`src/rtl/i2c_mem_pkg.sv`:
```
package i2c_mem_pkg;

   typedef enum logic [3:0] {
      ST_STANDBY,
      ST_DEVADDR,
      ST_ACK_DEV,
      ST_WADDR,
      ST_ACK_WADDR,
      ST_WDATA,
      ST_ACK_WDATA,
      ST_RDATA,
      ST_RACK,
      ST_IGNORE
   } slv_state_e;

   typedef struct packed {
      logic scl;
      logic sda;
      logic scl_rise;
      logic scl_fall;
      logic start;
      logic stop;
   } bus_ev_t;

endpackage

```
`src/rtl/i2c_bus_sync.sv`:
```
module i2c_bus_sync
   import i2c_mem_pkg::*;
#(
   parameter int SYNC_STAGES = 2
) (
   input  logic    clk,
   input  logic    rst_n,
   input  logic    scl_i,
   input  logic    sda_i,
   output bus_ev_t ev
);

   if (SYNC_STAGES < 1 || SYNC_STAGES > 4) begin : g_bad_sync
      $error("SYNC_STAGES must lie in 1..4");
   end

   logic [SYNC_STAGES-1:0] scl_ch;
   logic [SYNC_STAGES-1:0] sda_ch;
   logic                   scl_q;
   logic                   sda_q;

   for (genvar i = 0; i < SYNC_STAGES; i++) begin : g_stage
      if (i == 0) begin : g_first
         always_ff @(posedge clk or negedge rst_n) begin
            if (!rst_n) begin
               scl_ch[0] <= 1'b1;
               sda_ch[0] <= 1'b1;
            end else begin
               scl_ch[0] <= scl_i;
               sda_ch[0] <= sda_i;
            end
         end
      end else begin : g_next
         always_ff @(posedge clk or negedge rst_n) begin
            if (!rst_n) begin
               scl_ch[i] <= 1'b1;
               sda_ch[i] <= 1'b1;
            end else begin
               scl_ch[i] <= scl_ch[i-1];
               sda_ch[i] <= sda_ch[i-1];
            end
         end
      end
   end

   always_ff @(posedge clk or negedge rst_n) begin
      if (!rst_n) begin
         scl_q <= 1'b1;
         sda_q <= 1'b1;
      end else begin
         scl_q <= scl_ch[SYNC_STAGES-1];
         sda_q <= sda_ch[SYNC_STAGES-1];
      end
   end

   always_comb begin
      ev.scl      = scl_ch[SYNC_STAGES-1];
      ev.sda      = sda_ch[SYNC_STAGES-1];
      ev.scl_rise = ev.scl & ~scl_q;
      ev.scl_fall = ~ev.scl & scl_q;
      ev.start    = ev.scl & scl_q & sda_q & ~ev.sda;
      ev.stop     = ev.scl & scl_q & ~sda_q & ev.sda;
   end

endmodule

```
`src/rtl/i2c_mem_array.sv`:
```
module i2c_mem_array #(
   parameter int          ADDR_W = 8,
   parameter int          DATA_W = 8,
   parameter logic [7:0]  ERASED = 8'hFF
) (
   input  logic              clk,
   input  logic              rst_n,
   input  logic [ADDR_W-1:0] addr,
   input  logic              wr_en,
   input  logic [DATA_W-1:0] wr_data,
   output logic [DATA_W-1:0] rd_data
);

   localparam int DEPTH = 1 << ADDR_W;

   if (DATA_W != 8) begin : g_bad_data
      $error("DATA_W must be 8 for a byte memory");
   end

   logic [DATA_W-1:0] mem [DEPTH];
   logic [DEPTH-1:0]  vld;

   always_ff @(posedge clk) begin
      if (wr_en) mem[addr] <= wr_data;
   end

   always_ff @(posedge clk or negedge rst_n) begin
      if (!rst_n)     vld       <= '0;
      else if (wr_en) vld[addr] <= 1'b1;
   end

   assign rd_data = vld[addr] ? mem[addr] : ERASED;

endmodule

```
`src/rtl/i2c_mem_ctrl.sv`:
```
module i2c_mem_ctrl
   import i2c_mem_pkg::*;
#(
   parameter logic [6:0] DEV_ADDR = 7'h50,
   parameter int         ADDR_W   = 8,
   parameter int         PAGE_W   = 4
) (
   input  logic              clk,
   input  logic              rst_n,
   input  bus_ev_t           ev,
   input  logic [7:0]        rd_data,
   output logic [ADDR_W-1:0] ptr_o,
   output logic              wr_en,
   output logic [7:0]        wr_data,
   output logic              sda_oe
);

   slv_state_e        state;
   logic [3:0]        bitcnt;
   logic [7:0]        rx_sh;
   logic [7:0]        tx_sh;
   logic [ADDR_W-1:0] ptr;
   logic [ADDR_W-1:0] ptr_wr_next;
   logic              rw_q;
   logic              mack_q;
   logic              oe_q;
   logic              byte_done;
   logic              addr_hit;
   logic              rd_load;

   if (PAGE_W >= ADDR_W) begin : g_page_whole
      assign ptr_wr_next = ptr + 1'b1;
   end else begin : g_page_part
      assign ptr_wr_next = {ptr[ADDR_W-1:PAGE_W], PAGE_W'(ptr[PAGE_W-1:0] + 1'b1)};
   end

   assign byte_done = ev.scl_fall && (bitcnt == 4'd8);
   assign addr_hit  = (rx_sh[7:1] == DEV_ADDR);
   assign wr_en     = (state == ST_WDATA) && byte_done;
   assign wr_data   = rx_sh;
   assign rd_load   = ev.scl_fall &&
                      (((state == ST_ACK_DEV) && rw_q) || ((state == ST_RACK) && mack_q));
   assign ptr_o     = ptr;
   assign sda_oe    = oe_q;

   always_ff @(posedge clk or negedge rst_n) begin
      if (!rst_n) begin
         state  <= ST_STANDBY;
         bitcnt <= '0;
         rx_sh  <= '0;
         tx_sh  <= '0;
         ptr    <= '0;
         rw_q   <= 1'b0;
         mack_q <= 1'b0;
         oe_q   <= 1'b0;
      end else if (ev.stop) begin
         state <= ST_STANDBY;
         oe_q  <= 1'b0;
      end else if (ev.start) begin
         state  <= ST_DEVADDR;
         bitcnt <= '0;
         oe_q   <= 1'b0;
      end else begin
         unique case (state)
            ST_DEVADDR, ST_WADDR, ST_WDATA: begin
               if (ev.scl_rise && bitcnt < 4'd8) begin
                  rx_sh  <= {rx_sh[6:0], ev.sda};
                  bitcnt <= bitcnt + 4'd1;
               end else if (byte_done) begin
                  if (state == ST_DEVADDR) begin
                     if (addr_hit) begin
                        rw_q  <= rx_sh[0];
                        oe_q  <= 1'b1;
                        state <= ST_ACK_DEV;
                     end else begin
                        state <= ST_IGNORE;
                     end
                  end else if (state == ST_WADDR) begin
                     ptr   <= rx_sh[ADDR_W-1:0];
                     oe_q  <= 1'b1;
                     state <= ST_ACK_WADDR;
                  end else begin
                     ptr   <= ptr_wr_next;
                     oe_q  <= 1'b1;
                     state <= ST_ACK_WDATA;
                  end
               end
            end
            ST_ACK_DEV: begin
               if (ev.scl_fall) begin
                  bitcnt <= '0;
                  if (rw_q) begin
                     tx_sh <= rd_data;
                     oe_q  <= ~rd_data[7];
                     ptr   <= ptr + 1'b1;
                     state <= ST_RDATA;
                  end else begin
                     oe_q  <= 1'b0;
                     state <= ST_WADDR;
                  end
               end
            end
            ST_ACK_WADDR, ST_ACK_WDATA: begin
               if (ev.scl_fall) begin
                  oe_q   <= 1'b0;
                  bitcnt <= '0;
                  state  <= ST_WDATA;
               end
            end
            ST_RDATA: begin
               if (ev.scl_fall) begin
                  if (bitcnt == 4'd7) begin
                     oe_q  <= 1'b0;
                     state <= ST_RACK;
                  end else begin
                     tx_sh  <= {tx_sh[6:0], 1'b0};
                     oe_q   <= ~tx_sh[6];
                     bitcnt <= bitcnt + 4'd1;
                  end
               end
            end
            ST_RACK: begin
               if (ev.scl_rise) begin
                  mack_q <= ~ev.sda;
               end else if (ev.scl_fall) begin
                  bitcnt <= '0;
                  if (mack_q) begin
                     tx_sh <= rd_data;
                     oe_q  <= ~rd_data[7];
                     ptr   <= ptr + 1'b1;
                     state <= ST_RDATA;
                  end else begin
                     state <= ST_IGNORE;
                  end
               end
            end
            default: ;
         endcase
      end
   end

   assert_stop_release_R9: assert property (@(posedge clk) disable iff (!rst_n)
      ev.stop |=> !sda_oe);

   assert_ignore_quiet_R2: assert property (@(posedge clk) disable iff (!rst_n)
      (state == ST_IGNORE) |-> !sda_oe);

   assert_drive_low_phase_R10: assert property (@(posedge clk) disable iff (!rst_n)
      $rose(sda_oe) |-> !ev.scl);

   assert_read_step_R8: assert property (@(posedge clk) disable iff (!rst_n)
      rd_load |=> (ptr == ADDR_W'($past(ptr) + 1'b1)));

   assert_rack_released_R10: assert property (@(posedge clk) disable iff (!rst_n)
      (state == ST_RACK) |-> !sda_oe);

   if (PAGE_W < ADDR_W) begin : g_page_chk
      assert_page_hold_R4: assert property (@(posedge clk) disable iff (!rst_n)
         wr_en |=> (ptr[ADDR_W-1:PAGE_W] == $past(ptr[ADDR_W-1:PAGE_W])));
   end

endmodule

```
`src/rtl/i2c_mem_slave.sv`:
```
module i2c_mem_slave
   import i2c_mem_pkg::*;
#(
   parameter logic [6:0] DEV_ADDR    = 7'h50,
   parameter int         ADDR_W      = 8,
   parameter int         PAGE_W      = 4,
   parameter int         SYNC_STAGES = 2
) (
   input  logic clk,
   input  logic rst_n,
   input  logic scl_i,
   input  logic sda_i,
   output logic sda_oe
);

   if (ADDR_W < 1 || ADDR_W > 8) begin : g_bad_addr
      $error("ADDR_W must lie in 1..8 for a one-byte address phase");
   end
   if (PAGE_W < 1 || PAGE_W > ADDR_W) begin : g_bad_page
      $error("PAGE_W must lie in 1..ADDR_W");
   end

   bus_ev_t           ev;
   logic [ADDR_W-1:0] ptr;
   logic              wr_en;
   logic [7:0]        wr_data;
   logic [7:0]        rd_data;

   i2c_bus_sync #(
      .SYNC_STAGES (SYNC_STAGES)
   ) u_sync (
      .clk   (clk),
      .rst_n (rst_n),
      .scl_i (scl_i),
      .sda_i (sda_i),
      .ev    (ev)
   );

   i2c_mem_ctrl #(
      .DEV_ADDR (DEV_ADDR),
      .ADDR_W   (ADDR_W),
      .PAGE_W   (PAGE_W)
   ) u_ctrl (
      .clk     (clk),
      .rst_n   (rst_n),
      .ev      (ev),
      .rd_data (rd_data),
      .ptr_o   (ptr),
      .wr_en   (wr_en),
      .wr_data (wr_data),
      .sda_oe  (sda_oe)
   );

   i2c_mem_array #(
      .ADDR_W (ADDR_W),
      .DATA_W (8),
      .ERASED (8'hFF)
   ) u_mem (
      .clk     (clk),
      .rst_n   (rst_n),
      .addr    (ptr),
      .wr_en   (wr_en),
      .wr_data (wr_data),
      .rd_data (rd_data)
   );

endmodule

```
`config.mk`:
```
export PLATFORM = sky130hd
export DESIGN_NAME = i2c_mem_slave
export DESIGN_NICKNAME = d
export VERILOG_FILES = /design/src/rtl/i2c_mem_pkg.sv /design/src/rtl/i2c_bus_sync.sv /design/src/rtl/i2c_mem_array.sv /design/src/rtl/i2c_mem_ctrl.sv /design/src/rtl/i2c_mem_slave.sv
export SDC_FILE = /design/constraint.sdc
export NUM_CORES = 2
export LEC_CHECK = 0
export BUFFER_PORTS_ARGS = -buffer_cell sky130_fd_sc_hd__buf_2
export CAP_MARGIN = 0
export CORE_ASPECT_RATIO = 1.25
export CORE_MARGIN = 4
export CORE_UTILIZATION = 25
export CTS_BUF_LIST = sky130_fd_sc_hd__clkbuf_8
export DETAILED_ROUTE_END_ITERATION = 10
export PLACE_DENSITY = 0.47
export SLEW_MARGIN = 20
export SYNTH_ARGS = -nofsm -noshare
export SYNTH_HDL_FRONTEND = slang
export SYNTH_SLANG_ARGS = --single-unit
```
`constraint.sdc`:
```
create_clock -name clk -period 4.3 [get_ports clk]
set_input_delay 0.43 -clock clk [delete_from_list [all_inputs] [get_ports clk]]
set_output_delay 0.43 -clock clk [all_outputs]
set_load 0.01 [all_outputs]
```
==> results.md <==
- Max frequency: 241.2 MHz
- Seq/Total Area, Yosys: about 75%
- Critical Path Most Common Cell: buf_4
- Crit end category: register
- Pins Over Slew Limit: 0
- Pwr Total: between 60 and 70 mW
- Initial drt markers: around 4k
- Clock sinks: 2344
- Clock root cell: clkbuf_8
- Clock slew at reported path FFs: around 70 ps
- First-pass GRT wire length: around 400 mm
- Share of cells above drive strength 1: a little over a third
- CTS H-tree lvls: 5
- Placed insts: ~9.8k
- Worst-Skew Late Latency: ~1000 ps
- Cell area after synthesis: 92090 sq um
- Nets: about 5.3k
- Synth cell types: between 70 and 80
- Crit path arrival time: roughly 5000 ps
- Leak: about 38 nW
- Top cell type's share of synthesized area: about two thirds
- WL met1: about 110 mm
- Area leader, netlist: edfxtp_1
- Capture point of the critical path: u_ctrl.tx_sh[3]
- Routed WL: between 200 and 300 mm
- Syn avg cell area: around 20 sq um
- Core area: around 370000 sq um
- Data required time of the critical path: roughly 5200 ps
- PortBufs: 4
- Post-route minimum period: approximately 4100 ps
- Chip height: 686.6 microns
- Num CTS Buffers: approximately 360
- Setup WS pre-CTS: about 170 ps
- RD Place Congestion: around 0.85
- DRC viols: 0
- Slew HR: 23.13%
- Startpoint types: register
- Worst-case reg-to-reg path depth: 11
- Vias in the first global route: between 50k and 60k
- Reg2Reg Setup Slack: roughly 150 ps
- Asr flop ratio synth: between 10% and 20%
- Longest Clk Path Bufs: 4
- Status: finished, final reports clean
- Clock skew: just over 80 ps
- Total gr overflow: 0
- Antenna-violating nets left: 0
- Reg-to-Reg End: u_ctrl.tx_sh[3]
- Non-filler cells, final: 10.50k
- Critical path class: reg2reg
- WL met2: around 150 mm
- Cell count after synthesis: between 4k and 5k
- Yosys warns: 0
- Hpwl dp: about 180 mm
- Met3 wire length: 13.76 mm
- Via density: approximately 4.6
- Final worst slack: approximately 150 ps
- Slew @ Worst Pin: roughly 1200 ps
- Die area: 378200 sq um
- Max layer used: met4
- Largest net degree at the start of global routing: ~210
- CP Max Fanout: 14
- Endpoints failing setup: 0
- Initial antenna violation count: 7
- Power Density: ~560 nW/um^2
- Post-synth EDFFs: between 2k and 2.5k
- First-pass DRT Iterations: 6
- Worst hold path type: in2reg
- Min-delay src: sda_i
- CP peak stage delay: ~950 ps
- Max-cap violations: 0
- Unrepaired setup endpoints after global routing: false
- Seq cells post-synth: roughly 2.3k
- Worst VDD drop: roughly 0.00043 V
- Crit-path cells: buf_12 -> buf_4 -> mux4_2 -> mux2i_1 -> o21ai_0 -> a2111oi_0 -> buf_4 -> nor3_1 -> a31oi_1 -> nand4_1 -> a22o_1
- Setup TNS: 0 ps
- TritonCTS clock tree: built
- Primary FF master, synth: edfxtp_1
- GRT Total Usage: between 10% and 20%
- Final Hold Vio Count: 0
- Initial Util: around 25%
- Crit path from: u_ctrl.ptr_o[0]
- Die width: between 500 and 600 microns
- Total number of vias: slightly below 50k
- Post_cts resized: 0
- Placement row count: around 250
- Ports: 5
- Core Util, Final: roughly 30%
- Worst r2r src: u_ctrl.ptr_o[0]
- Final period utilization: 96.44%
- Ranking of synthesized cells by area: edfxtp_1 (67%), mux4_2 (13%), dfrtp_1 (7.9%)
- Slowest CP cell: a2111oi_0
- Net Count, Synth: about 4.6k
- Routed len/inst: between 20 and 30 microns
- Syn-to-layout area delta: 18.61%
## worst max-delay path: cells and delay by family, from the launching register on
family / cells / cell delay, ps
and+or+nand+nor: 2 / 210
buffers and inverters: 3 / 750
AOI/OAI and AO/OA: 4 / 1570
muxes: 2 / 660
DFF: 1 / 800
## cell usage after synthesis (all sizes together) (20+ instances only)
master / n
o22ai: 23
mux2: 21
buf: 137
nand3: 49
a21oi: 64
nand2: 144
o21ai: 43
mux4: 556
or2: 260
edfxtp: 2048
dfrtp: 290
clkbuf: 121
nor2: 304
mux2i: 188
a22oi: 113
a31oi: 28
a211oi: 20
## placed cells by master (no fill, tap or decap), types with 22 or more instances in the layout
master	count
clkinv_1	49
nor2_1	299
a31oi_1	28
dfrtp_1	276
nand2_1	132
o21ai_0	41
clkinv_2	51
inv_1	130
nand3_1	47
a22oi_1	113
clkbuf_8	419
mux4_2	534
buf_12	58
or2_2	260
a21oi_1	64
edfxtp_1	2048
mux2i_1	188
buf_4	523
mux4_1	22
o22ai_1	23
## report_power, final
part | total, mW | internal (mW) | switching, mW | leakage (nW)
sequential | 27.0 | 26.3 | 0.711 | 22.8
combinational | 15.1 | 5.83 | 9.27 | 10.8
clock | 18.6 | 9.73 | 8.91 | 4.17
total | 60.7 | 41.8 | 18.9 | 37.7
## state kept, by name, indices dropped and copies added (netlist names), 2 cells and up
register        cells
u_sync.ev           2
u_ctrl.tx_sh        7
u_ctrl.bitcnt       4
u_ctrl.wr_data      8
u_ctrl.state        4
u_ctrl.ptr_o        8
u_mem.mem        2048
u_mem.vld         256
## worst min path at each step
| stage | depth (start not counted) | to | slack (ps) |
|---|---|---|---|
| 2_1_floorplan | 0 | u_ctrl.bitcnt[0] | 130 |
| 3_3_place_gp | 0 | u_sync.ev[5] | 350 |
| 3_5_place_dp | 0 | u_sync.ev[4] | 350 |
| 4_1_cts | 2 | u_sync.scl_ch[0] | 60 |
| 5_1_grt | 2 | u_sync.sda_ch[0] | 110 |
| 6_report | 2 | u_sync.sda_ch[0] | 150 |
## layout make-up
type                    instances  area, sq um
multi-input cells            1998        21660
fillers                     35744       256600
diodes                          6        15.01
clock buffers                 419         5767
repair buffers                592         5201
flip-flops and latches       2344        68960
clock inverters               250         1460
well taps                    4875         6100
inverters                      13        56.30
## stage by stage
| step | area [sq um] | hold slack (ps) |
|---|---|---|
| after floorplan | 92090 | 134.4 |
| after global placement | 101900 | 353.5 |
| after detailed placement | 101900 | 353.2 |
| after CTS | 109200 | 60.43 |
| after global routing | 109200 | 112.5 |
| final | 109200 | 152.0 |
## cells by family after synthesis
group	count (synthesis)	share of synthesized area, %
AO/OA/AOI/OAI	376	2.803
XOR/XNOR	3	0.02854
adder cells (fa/ha/maj)	6	0.08152
buffers and inverters	271	1.766
flip-flops	2344	74.84
multiplexers	765	15.99
AND/OR/NAND/NOR	848	4.497
## repair_timing
| action | in CTS | in global routing |
|---|---|---|
| hold buffers | 5 | 0 |
| endpoints found under the setup margin | 0 | 1 |
| hold endpoints to repair | 222 | 0 |
| buffers inserted | 0 | 1 |
## routing by layer
metal  vias up  GRT usage, %
met3       424         2.422
met2      1410         25.71
li1      20177             -
met5         -             0
met4         0         4.945
met1     26390         18.28
No activity file was read; power rests on OpenSTA's default activity.
